<file path="config.mk">
export PLATFORM = sky130hd
export DESIGN_NAME = nsq_strobe_seq
export DESIGN_NICKNAME = d
export VERILOG_FILES = /design/src/rtl/nsq_pkg.sv /design/src/rtl/nsq_regfile.sv /design/src/rtl/nsq_sequencer.sv /design/src/rtl/nsq_pin_drive.sv /design/src/rtl/nsq_strobe_seq.sv
export SDC_FILE = /design/constraint.sdc
export NUM_CORES = 1
export LEC_CHECK = 0
export ABC_AREA = 1
export BUFFER_PORTS_ARGS = -buffer_cell sky130_fd_sc_hd__clkbuf_2
export CAP_MARGIN = 20
export CORE_MARGIN = 5
export CORE_UTILIZATION = 55
export CTS_CLUSTER_SIZE = 24
export DETAILED_ROUTE_END_ITERATION = 10
export HOLD_SLACK_MARGIN = 0.1
export PLACE_DENSITY = 0.9
export SETUP_SLACK_MARGIN = 0.4
export SKIP_LAST_GASP = 1
export SLEW_MARGIN = 30
export SYNTH_ARGS = -nofsm -noshare
export SYNTH_HDL_FRONTEND = slang
export SYNTH_SLANG_ARGS = --single-unit
</file>
<file path="constraint.sdc">
create_clock -name clk -period 10.2 [get_ports clk]
set_clock_uncertainty 0.2 [all_clocks]
set_input_delay 2.04 -clock clk [delete_from_list [all_inputs] [get_ports clk]]
set_output_delay 2.04 -clock clk [all_outputs]
set_load 0.01 [all_outputs]
</file>
<file path="src/rtl/nsq_pkg.sv">
package nsq_pkg;

    parameter int PH_W      = 8;
    parameter int GAP_W     = 4;
    parameter int REG_W     = 32;
    parameter int BYTE_W    = 8;
    parameter int CTRL_BITS = 17;
    localparam int CNT_W    = PH_W + 1;

    // register word indices (reg_addr[3:2])
    localparam logic [1:0] IDX_CTRL = 2'd0;
    localparam logic [1:0] IDX_STAT = 2'd1;
    localparam logic [1:0] IDX_MAIN = 2'd2;
    localparam logic [1:0] IDX_ALT  = 2'd3;

    // control bit positions
    localparam int B_SRST   = 0;
    localparam int B_BANK   = 2;
    localparam int B_WIDE   = 4;
    localparam int B_CLR_LO = 9;
    localparam int B_AR_LO  = 13;

    typedef enum logic [1:0] {
        PORT_CMD  = 2'd0,
        PORT_ADDR = 2'd1,
        PORT_DATA = 2'd2
    } port_e;

    typedef enum logic [2:0] {
        PH_IDLE,
        PH_SETUP,
        PH_STROBE,
        PH_HOLD,
        PH_FLOAT,
        PH_RESP
    } phase_e;

    // packed MSB first: float [31:24], hold [23:16], strobe [15:8], setup [7:0]
    typedef struct packed {
        logic [PH_W-1:0] flt;
        logic [PH_W-1:0] hold;
        logic [PH_W-1:0] strb;
        logic [PH_W-1:0] setup;
    } tim_s;

    typedef struct packed {
        logic [GAP_W-1:0] ar_gap;
        logic [GAP_W-1:0] clr_gap;
        logic             wide;
        logic             bank_on;
        logic             srst;
    } cfg_s;

    function automatic cfg_s decode_ctrl(input logic [CTRL_BITS-1:0] c);
        cfg_s r;
        r.srst    = c[B_SRST];
        r.bank_on = c[B_BANK];
        r.wide    = c[B_WIDE];
        r.clr_gap = c[B_CLR_LO +: GAP_W];
        r.ar_gap  = c[B_AR_LO +: GAP_W];
        return r;
    endfunction

    function automatic port_e kind_of(input logic [1:0] k);
        port_e r;
        case (k)
            2'd0:    r = PORT_CMD;
            2'd1:    r = PORT_ADDR;
            default: r = PORT_DATA;
        endcase
        return r;
    endfunction

    // setup cycles minus one, including the latch-to-read gap
    function automatic logic [CNT_W-1:0] setup_span(input tim_s t, input cfg_s c,
                                                    input port_e prev, input port_e kind,
                                                    input logic wr);
        logic [GAP_W-1:0] gap;
        gap = '0;
        if (!wr && kind == PORT_DATA) begin
            if (prev == PORT_CMD)
                gap = c.clr_gap;
            else if (prev == PORT_ADDR)
                gap = c.ar_gap;
        end
        return {1'b0, t.setup} + CNT_W'(gap);
    endfunction

endpackage

</file>
<file path="src/rtl/nsq_regfile.sv">
module nsq_regfile
    import nsq_pkg::*;
(
    input  logic                 clk,
    input  logic                 rst,
    input  logic                 wr,
    input  logic [1:0]           idx,
    input  logic [REG_W-1:0]     wdata,
    output logic [REG_W-1:0]     rdata,
    output logic [CTRL_BITS-1:0] ctrl,
    output tim_s                 tim_main,
    output tim_s                 tim_alt
);

    logic [CTRL_BITS-1:0] ctrl_q;
    tim_s                 tim_q [2];

    always_ff @(posedge clk) begin
        if (rst)
            ctrl_q <= '0;
        else if (wr && idx == IDX_CTRL)
            ctrl_q <= wdata[CTRL_BITS-1:0];
    end

    for (genvar g = 0; g < 2; g++) begin : g_tim
        localparam logic [1:0] MY_IDX = IDX_MAIN + 2'(g);
        always_ff @(posedge clk) begin
            if (rst)
                tim_q[g] <= '0;
            else if (wr && idx == MY_IDX)
                tim_q[g] <= tim_s'(wdata);
        end
    end

    always_comb begin
        case (idx)
            IDX_CTRL: rdata = {{(REG_W-CTRL_BITS){1'b0}}, ctrl_q};
            IDX_MAIN: rdata = tim_q[0];
            IDX_ALT:  rdata = tim_q[1];
            default:  rdata = '0;
        endcase
    end

    assign ctrl     = ctrl_q;
    assign tim_main = tim_q[0];
    assign tim_alt  = tim_q[1];

endmodule

</file>
<file path="src/rtl/nsq_sequencer.sv">
module nsq_sequencer
    import nsq_pkg::*;
#(
    parameter int DQ_W = 16
) (
    input  logic            clk,
    input  logic            rst,
    input  cfg_s            cfg,
    input  tim_s            tim_main,
    input  tim_s            tim_alt,
    input  logic            req_valid,
    input  logic [1:0]      req_kind,
    input  logic            req_write,
    input  logic            req_attr,
    input  logic [DQ_W-1:0] req_wdata,
    input  logic [DQ_W-1:0] dq_in,
    output logic            ready,
    output phase_e          phase,
    output port_e           kind,
    output logic            is_wr,
    output logic [DQ_W-1:0] wdat,
    output logic            resp_valid,
    output logic            resp_err,
    output logic [DQ_W-1:0] rdat
);

    phase_e            ph_q;
    logic [CNT_W-1:0]  cnt_q;
    tim_s              t_q;
    port_e             kind_q;
    port_e             prev_q;
    logic              wr_q;
    logic              err_q;
    logic [DQ_W-1:0]   wdat_q;
    logic [DQ_W-1:0]   rdat_q;

    tim_s              t_sel;
    port_e             kind_in;
    logic              serve;
    logic              last;
    logic              has_float;
    logic [DQ_W-1:0]   sample;

    assign t_sel     = req_attr ? tim_alt : tim_main;
    assign kind_in   = kind_of(req_kind);
    assign serve     = cfg.bank_on && !cfg.srst;
    assign last      = (cnt_q == '0);
    assign has_float = wr_q && (t_q.flt != '0);
    assign sample    = cfg.wide ? dq_in
                                : {{(DQ_W-BYTE_W){1'b0}}, dq_in[BYTE_W-1:0]};

    always_ff @(posedge clk) begin
        if (rst) begin
            ph_q   <= PH_IDLE;
            cnt_q  <= '0;
            t_q    <= '0;
            kind_q <= PORT_DATA;
            prev_q <= PORT_DATA;
            wr_q   <= 1'b0;
            err_q  <= 1'b0;
            wdat_q <= '0;
            rdat_q <= '0;
        end else begin
            case (ph_q)
                PH_IDLE: begin
                    if (req_valid) begin
                        kind_q <= kind_in;
                        wr_q   <= req_write;
                        wdat_q <= req_wdata;
                        t_q    <= t_sel;
                        if (serve) begin
                            ph_q   <= PH_SETUP;
                            cnt_q  <= setup_span(t_sel, cfg, prev_q, kind_in, req_write);
                            prev_q <= kind_in;
                            err_q  <= 1'b0;
                        end else begin
                            ph_q  <= PH_RESP;
                            err_q <= 1'b1;
                        end
                    end
                end
                PH_SETUP: begin
                    if (last) begin
                        ph_q  <= PH_STROBE;
                        cnt_q <= {1'b0, t_q.strb};
                    end else begin
                        cnt_q <= cnt_q - CNT_W'(1);
                    end
                end
                PH_STROBE: begin
                    if (last) begin
                        if (!wr_q)
                            rdat_q <= sample;
                        if (t_q.hold != '0) begin
                            ph_q  <= PH_HOLD;
                            cnt_q <= {1'b0, t_q.hold} - CNT_W'(1);
                        end else if (has_float) begin
                            ph_q  <= PH_FLOAT;
                            cnt_q <= {1'b0, t_q.flt} - CNT_W'(1);
                        end else begin
                            ph_q <= PH_RESP;
                        end
                    end else begin
                        cnt_q <= cnt_q - CNT_W'(1);
                    end
                end
                PH_HOLD: begin
                    if (last) begin
                        if (has_float) begin
                            ph_q  <= PH_FLOAT;
                            cnt_q <= {1'b0, t_q.flt} - CNT_W'(1);
                        end else begin
                            ph_q <= PH_RESP;
                        end
                    end else begin
                        cnt_q <= cnt_q - CNT_W'(1);
                    end
                end
                PH_FLOAT: begin
                    if (last)
                        ph_q <= PH_RESP;
                    else
                        cnt_q <= cnt_q - CNT_W'(1);
                end
                default: begin
                    ph_q <= PH_IDLE;
                end
            endcase
        end
    end

    assign ready      = (ph_q == PH_IDLE);
    assign phase      = ph_q;
    assign kind       = kind_q;
    assign is_wr      = wr_q;
    assign wdat       = wdat_q;
    assign resp_valid = (ph_q == PH_RESP);
    assign resp_err   = (ph_q == PH_RESP) && err_q;
    assign rdat       = rdat_q;

endmodule

</file>
<file path="src/rtl/nsq_pin_drive.sv">
module nsq_pin_drive
    import nsq_pkg::*;
#(
    parameter int DQ_W = 16
) (
    input  phase_e          phase,
    input  port_e           kind,
    input  logic            is_wr,
    input  logic [DQ_W-1:0] wdat,
    input  cfg_s            cfg,
    output logic            ce_n,
    output logic            cle,
    output logic            ale,
    output logic            we_n,
    output logic            re_n,
    output logic [DQ_W-1:0] dq_out,
    output logic            dq_oe
);

    logic active;
    logic strobing;
    logic full_lane;

    assign active    = (phase == PH_SETUP) || (phase == PH_STROBE) || (phase == PH_HOLD);
    assign strobing  = (phase == PH_STROBE);
    assign full_lane = cfg.wide && (kind == PORT_DATA);

    assign ce_n   = !cfg.bank_on;
    assign cle    = active && (kind == PORT_CMD);
    assign ale    = active && (kind == PORT_ADDR);
    assign we_n   = !(strobing && is_wr);
    assign re_n   = !(strobing && !is_wr);
    assign dq_oe  = active && is_wr;

    always_comb begin
        if (!dq_oe)
            dq_out = '0;
        else if (full_lane)
            dq_out = wdat;
        else
            dq_out = {{(DQ_W-BYTE_W){1'b0}}, wdat[BYTE_W-1:0]};
    end

endmodule

</file>
<file path="src/rtl/nsq_strobe_seq.sv">
module nsq_strobe_seq
    import nsq_pkg::*;
#(
    parameter int DQ_W = 16
) (
    input  logic            clk,
    input  logic            rst,
    input  logic            reg_wr,
    input  logic [3:0]      reg_addr,
    input  logic [31:0]     reg_wdata,
    output logic [31:0]     reg_rdata,
    input  logic            req_valid,
    input  logic [1:0]      req_kind,
    input  logic            req_write,
    input  logic            req_attr,
    input  logic [DQ_W-1:0] req_wdata,
    output logic            req_ready,
    output logic            resp_valid,
    output logic            resp_err,
    output logic [DQ_W-1:0] resp_rdata,
    output logic            nand_ce_n,
    output logic            nand_cle,
    output logic            nand_ale,
    output logic            nand_we_n,
    output logic            nand_re_n,
    output logic [DQ_W-1:0] nand_dq_out,
    output logic            nand_dq_oe,
    input  logic [DQ_W-1:0] nand_dq_in
);

    logic [CTRL_BITS-1:0] ctrl;
    tim_s                 tim_main;
    tim_s                 tim_alt;
    cfg_s                 cfg;
    phase_e               phase;
    port_e                kind;
    logic                 is_wr;
    logic [DQ_W-1:0]      wdat;

    assign cfg = decode_ctrl(ctrl);

    nsq_regfile u_regs (
        .clk      (clk),
        .rst      (rst),
        .wr       (reg_wr),
        .idx      (reg_addr[3:2]),
        .wdata    (reg_wdata),
        .rdata    (reg_rdata),
        .ctrl     (ctrl),
        .tim_main (tim_main),
        .tim_alt  (tim_alt)
    );

    nsq_sequencer #(.DQ_W(DQ_W)) u_seq (
        .clk        (clk),
        .rst        (rst),
        .cfg        (cfg),
        .tim_main   (tim_main),
        .tim_alt    (tim_alt),
        .req_valid  (req_valid),
        .req_kind   (req_kind),
        .req_write  (req_write),
        .req_attr   (req_attr),
        .req_wdata  (req_wdata),
        .dq_in      (nand_dq_in),
        .ready      (req_ready),
        .phase      (phase),
        .kind       (kind),
        .is_wr      (is_wr),
        .wdat       (wdat),
        .resp_valid (resp_valid),
        .resp_err   (resp_err),
        .rdat       (resp_rdata)
    );

    nsq_pin_drive #(.DQ_W(DQ_W)) u_pins (
        .phase  (phase),
        .kind   (kind),
        .is_wr  (is_wr),
        .wdat   (wdat),
        .cfg    (cfg),
        .ce_n   (nand_ce_n),
        .cle    (nand_cle),
        .ale    (nand_ale),
        .we_n   (nand_we_n),
        .re_n   (nand_re_n),
        .dq_out (nand_dq_out),
        .dq_oe  (nand_dq_oe)
    );

endmodule

</file>
# Yosys cells after proc, flatten, opt, wreduce, memory -nomap -nowiden
# Memory sizes are Yosys's and may differ from the RTL's.
# Index checks and enable logic that the tools add are counted.
[totals]
ff_bits = 91
mem_bits_rw = 64
input_bits = 76
output_inout_bits = 73
elab_cells = 116
memories = 1
[memory_table]
columns = ["memory", "words", "width", "rd", "rd_clocked_by_memory_dff", "write_ports", "line_no", "text"]
rows = [
  ["u_regs.tim_q", 2, 32, 2, 0, 2, "nsq_regfile.sv:16", "tim_s tim_q [2];"],
]
[op_classes]
add_sub_neg = 4
n_eq_ne = 19
mux = 42
bitwise_logic = 3
reduce_logical = 35
[ops]
columns = ["op", "count"]
rows = [
  ["$mux W32", 3],
  ["$pmux W32 S3", 1],
  ["$mux W9", 8],
  ["$mux W16", 3],
  ["$pmux W9 S5", 1],
  ["$mux W4", 7],
  ["$mux W3", 7],
  ["$sub A8 B1 Y9 const B", 2],
  ["$reduce_bool A8 Y1", 2],
  ["$pmux W3 S5", 1],
  ["$logic_and A1 B1 Y1", 13],
  ["$mux W1", 10],
  ["$ne A2 B2 Y1 const B", 5],
  ["$add A8 B4 Y9", 1],
  ["$logic_not A9 Y1", 1],
  ["$sub A9 B1 Y9 const B", 1],
  ["$eq A2 B2 Y1 const B", 4],
  ["$logic_not A2 Y1", 4],
  ["$eq A2 B1 Y1 const B", 3],
  ["$eq A3 B2 Y1 const B", 2],
  ["$eq A3 B3 Y1 const B", 2],
  ["$logic_not A1 Y1", 6],
  ["$reduce_and A3 Y1", 2],
  ["$reduce_and A5 Y1", 1],
  ["other kinds (10)", 13],
]

# Depth between registers and ports, before layout
[logic_depth]
depth_word = 13
mapped_depth = 16
depth_no_buf = 16

# Modules after synthesis
# A second synthesis with hierarchy kept.
[unflattened]
cells_unflattened = 1147
hier_area_um2 = 8344.3
[modules_own_cells]
columns = ["mod", "n_inst", "cells_per_inst", "area_per_inst_um2", "seq_area_each_um2"]
rows = [
  ["nsq_sequencer", 1, 701, 4473.0, 1481.4],
  ["nsq_regfile", 1, 393, 3597.2, 2262.2],
  ["nsq_pin_drive", 1, 53, 274.0, 0.0],
]

# Worst setup path before layout
# OpenSTA, ideal clock, no wires.
[synth_path]
kind = "input to register"
from = "in reg_addr[3]"
to = "mem u_regs.tim_q[0][0] in the netlist's numbering, enable pin"
setup_ns = 0.466
t_arrival_ns = 4.848
t_required_ns = 9.534
slack_ns = 4.686
cell_stages = 5
n_path_buf = 1
cell_sequence = "inv_1 nor2_1 inv_1 clkbuf_1 o21ai_0"
[synth_lines]
columns = ["item", "line_no", "text"]
rows = [
  ["start: declaration", "nsq_strobe_seq.sv:9", "input logic [3:0] reg_addr,"],
  ["end: declaration", "nsq_regfile.sv:16", ""],
]

# Worst setup path after layout
[layout_path]
from = "in reg_addr[3]"
to = "out reg_rdata[31]"
[layout_between]
elab_chain_cells = 2
elab_cells_between_ends = 4
classes_between = "2 x eq/ne; 1 x mux; 1 x reduce/logical"
[layout_lines]
columns = ["item", "line_no", "text"]
rows = [
  ["$eq A2 B2 Y1 or $logic_not A2 Y1 (tied branches)", "nsq_regfile.sv:36", "case (idx)"],
  ["$pmux W32 S3 (*)", "nsq_regfile.sv:36", ""],
  ["end: declaration", "nsq_strobe_seq.sv:11", "output logic [31:0] reg_rdata,"],
]
# Every way passes the cells marked *; elsewhere a longest branch is shown, timed or not.

==> results.sh <==
export IMPL_leakagePower_nw=4.18
export IMPL_floorplan_rows=43
export IMPL_synth_seq_cells=155
export IMPL_gp_congestion=0.916
export IMPL_synth_warnings=0
export IMPL_dr_pass1_iters=7
export IMPL_synthesis_nets=1108
export IMPL_antenna_cells=0
export IMPL_worst_r2r_cell_count=13
export IMPL_slowest_delay_ns=0.54
export IMPL_crit_fanout=29
export IMPL_synth_distinct_cells=40
export IMPL_tightestPinTransition_ns=0.969
export IMPL_grt_overflow=0
export IMPL_dieArea_mm2=0.0167
export IMPL_endpoint="reg_rdata[31]"
export IMPL_cts_root_buf="clkbuf_16"
export IMPL_cts_sinks=155
export IMPL_netlist_area_mm2=0.00783
export IMPL_nets=1229
export IMPL_worstHoldPathType="register to register"
export IMPL_maxCapViolCount=0
export IMPL_initial_utilization=0.562
export IMPL_peakVddDrop_uv=162
export IMPL_cp_startpoint="reg_addr[3]"
export IMPL_endpoint_kind="output port"
export IMPL_startpoint_type="primary input"
export IMPL_crit_type="primary input to output port"
export IMPL_cts_resized_gates=0
export IMPL_tritoncts="yes"
export IMPL_drtIter0Drc=668
export IMPL_cts_buffers=17
export IMPL_drc_errors=0
export IMPL_netlist_instances=1024
export IMPL_critical_path_buf_inv_count=4
export IMPL_port_buffers=146
export IMPL_cts_clk_slew_worst_paths_ns=0.07
export IMPL_area_growth_pct=17.9
export IMPL_rsz0062_at_grt="false"
export IMPL_hold_viol_final=0
export IMPL_coreArea_mm2=0.0139
export IMPL_grt_pass1_vias=7020
export IMPL_via_count=7233
export IMPL_slowest_stage="inv_1"
export IMPL_worstSkewPairLatency_ns=0.44
export IMPL_min_from="u_seq.rdat[0]"
export IMPL_grt_usage=0.247
export IMPL_wl_per_cell_um=15.2
export IMPL_worstPathArrival_ns=3.76
export IMPL_fin_crit_sh=0.588
export IMPL_slew_headroom=0.353
export IMPL_preCtsSetupSlack_ns=4.24
export IMPL_avgSynthCellArea_um2=7.64
export IMPL_layout_commonest_cell="inv_1"
export IMPL_crit_chain="clkbuf_2 -> inv_1 -> nor2_1 -> inv_1 -> o21ai_0 -> clkbuf_2"
export IMPL_layout_drive_gt1_share=0.193
export IMPL_dpl_hpwl_mm=13.9
export IMPL_seq_area_frac_synth=0.478
export IMPL_cts_max_path_buffers=2
export IMPL_dieWidth_um=129
export IMPL_fmaxAchievable_mhz=167
export IMPL_status="finished clean"
export IMPL_cp_num_cells=6
export IMPL_reg2reg_slack_ns=7.47
export IMPL_post_cts_setup_buffers=0
export IMPL_wl_mm=20.3
export IMPL_post_route_min_period_ns=6.00
export IMPL_r2r_end="u_seq.cnt_q[8]"
export IMPL_final_cell_mix="inv_1, nand2_1, clkbuf_2, nor2_1, a21oi_1"
export IMPL_timing_final_ws_setup_ns=4.20
export IMPL_reg2reg_from="u_seq.prev_q[0]"
export IMPL_ant_nets=0
export IMPL_htree_levels=4
export IMPL_min_path_cells=2
export IMPL_cts_hold_fix_buffers=0
export IMPL_antenna_found_initial=0
export IMPL_power_density_mw_per_mm2=239
export IMPL_grt_pass1_wl_mm=32.8
export IMPL_vias_per_cell=5.41
export IMPL_crit_family="buffers and inverters"
export IMPL_maxSlewViolCount=0
export IMPL_post_route_util=0.662
export IMPL_grt_max_degree=66
export IMPL_setup_violations=0
export IMPL_crit_required_ns=7.96
export IMPL_finalSetupTns_ns=0
export IMPL_ios=149
export IMPL_die_h_um=129
## how the worst min path moves through the flow
stage	end	slack, ns
final	u_seq.rdat[0]	0.25
after global routing	u_seq.rdat[0]	0.27
after CTS	u_seq.rdat[1]	0.25
after detailed placement	u_seq.rdat[1]	0.24
after global placement	u_seq.rdat[4]	0.23
after floorplan	u_seq.wdat[0]	0.23
## flip-flops by register name (all words and copies together), names as in the netlist
name / count
u_seq.t_q: 24
u_seq.cnt_q: 9
u_seq.wdat: 16
u_seq.rdat: 16
u_seq.kind: 2
u_seq.is_wr: 1
u_seq.err_q: 1
u_seq.phase: 3
u_regs.ctrl: 17
u_regs.tim_q: 64
u_seq.prev_q: 2
## cells in the mapped netlist (all sizes together)
cell type | number | area share
inv | 169 | 0.081
nand2 | 161 | 0.079
nor2 | 147 | 0.075
a21oi | 120 | 0.080
o21ai | 112 | 0.073
dfxtp | 91 | 0.23
edfxtp | 64 | 0.25
clkbuf | 33 | 0.016
nand3 | 30 | 0.020
buf | 17 | 0.015
o211ai | 17 | 0.016
nor3 | 16 | 0.012
xor2 | 12 | 0.013
a211oi | 10 | 0.0096
ha | 7 | 0.011
o221ai | 3 | 0.0034
xnor2 | 3 | 0.0034
a21boi | 2 | 0.0019
nand4 | 2 | 0.0016
o31ai | 2 | 0.0026
a22oi | 1 | 0.00096
fa | 1 | 0.0026
nand3b | 1 | 0.00096
nor4 | 1 | 0.00080
o22ai | 1 | 0.00080
or2 | 1 | 0.00080
## where the power goes
group	internal [mW]	switching [mW]	leakage, nW
Combinational	0.236	0.485	2.51
Sequential	0.748	0.0751	1.38
Clock	0.374	0.288	0.298
## stage by stage
stage               hold WS [ns]  cell area (um2)  power, mW  instances
finish                     0.246             9230       2.21       1338
global route               0.266             9230       2.34       1338
CTS                        0.251             9230       2.20       1338
detailed placement         0.240             8600       1.54       1306
global placement           0.233             8600       1.51       1306
floorplan                  0.230             7830       1.39       1024
## worst reg2reg max path, delay by kind of cell, from the launching register on
family,cells,cell delay (ns)
fa+ha+maj,2,0.58
flops,1,0.36
buf+inv,1,0.05
compound gates,4,0.71
simple gates,6,0.75
## layout make-up
class                           instances  area [um2]
Fill cell                            1067        4710
Sequential cell                       155        3740
Multi-Input combinational cell        650        3220
Timing Repair Buffer                  152         776
Inverter                              169         637
Clock buffer                           17         425
Tap cell                              180         225
Clock inverter                         15         199
## kinds of logic (layout without fill, tap and decap cells)
logic type | count (synthesis) | in the layout | synth area share
fa+ha+maj | 8 | 8 | 0.0137
simple gates | 359 | 359 | 0.190
buf+inv | 219 | 353 | 0.112
xor+xnor | 15 | 15 | 0.0168
compound gates | 268 | 268 | 0.189
flops | 155 | 155 | 0.478
## routing by layer
layer,global-route usage,wire (um)
met1,0.308,8290
met2,0.423,10100
met4,0.0889,444
met5,0,0
met3,0.0523,1530
(Power assumes the default switching activity.)
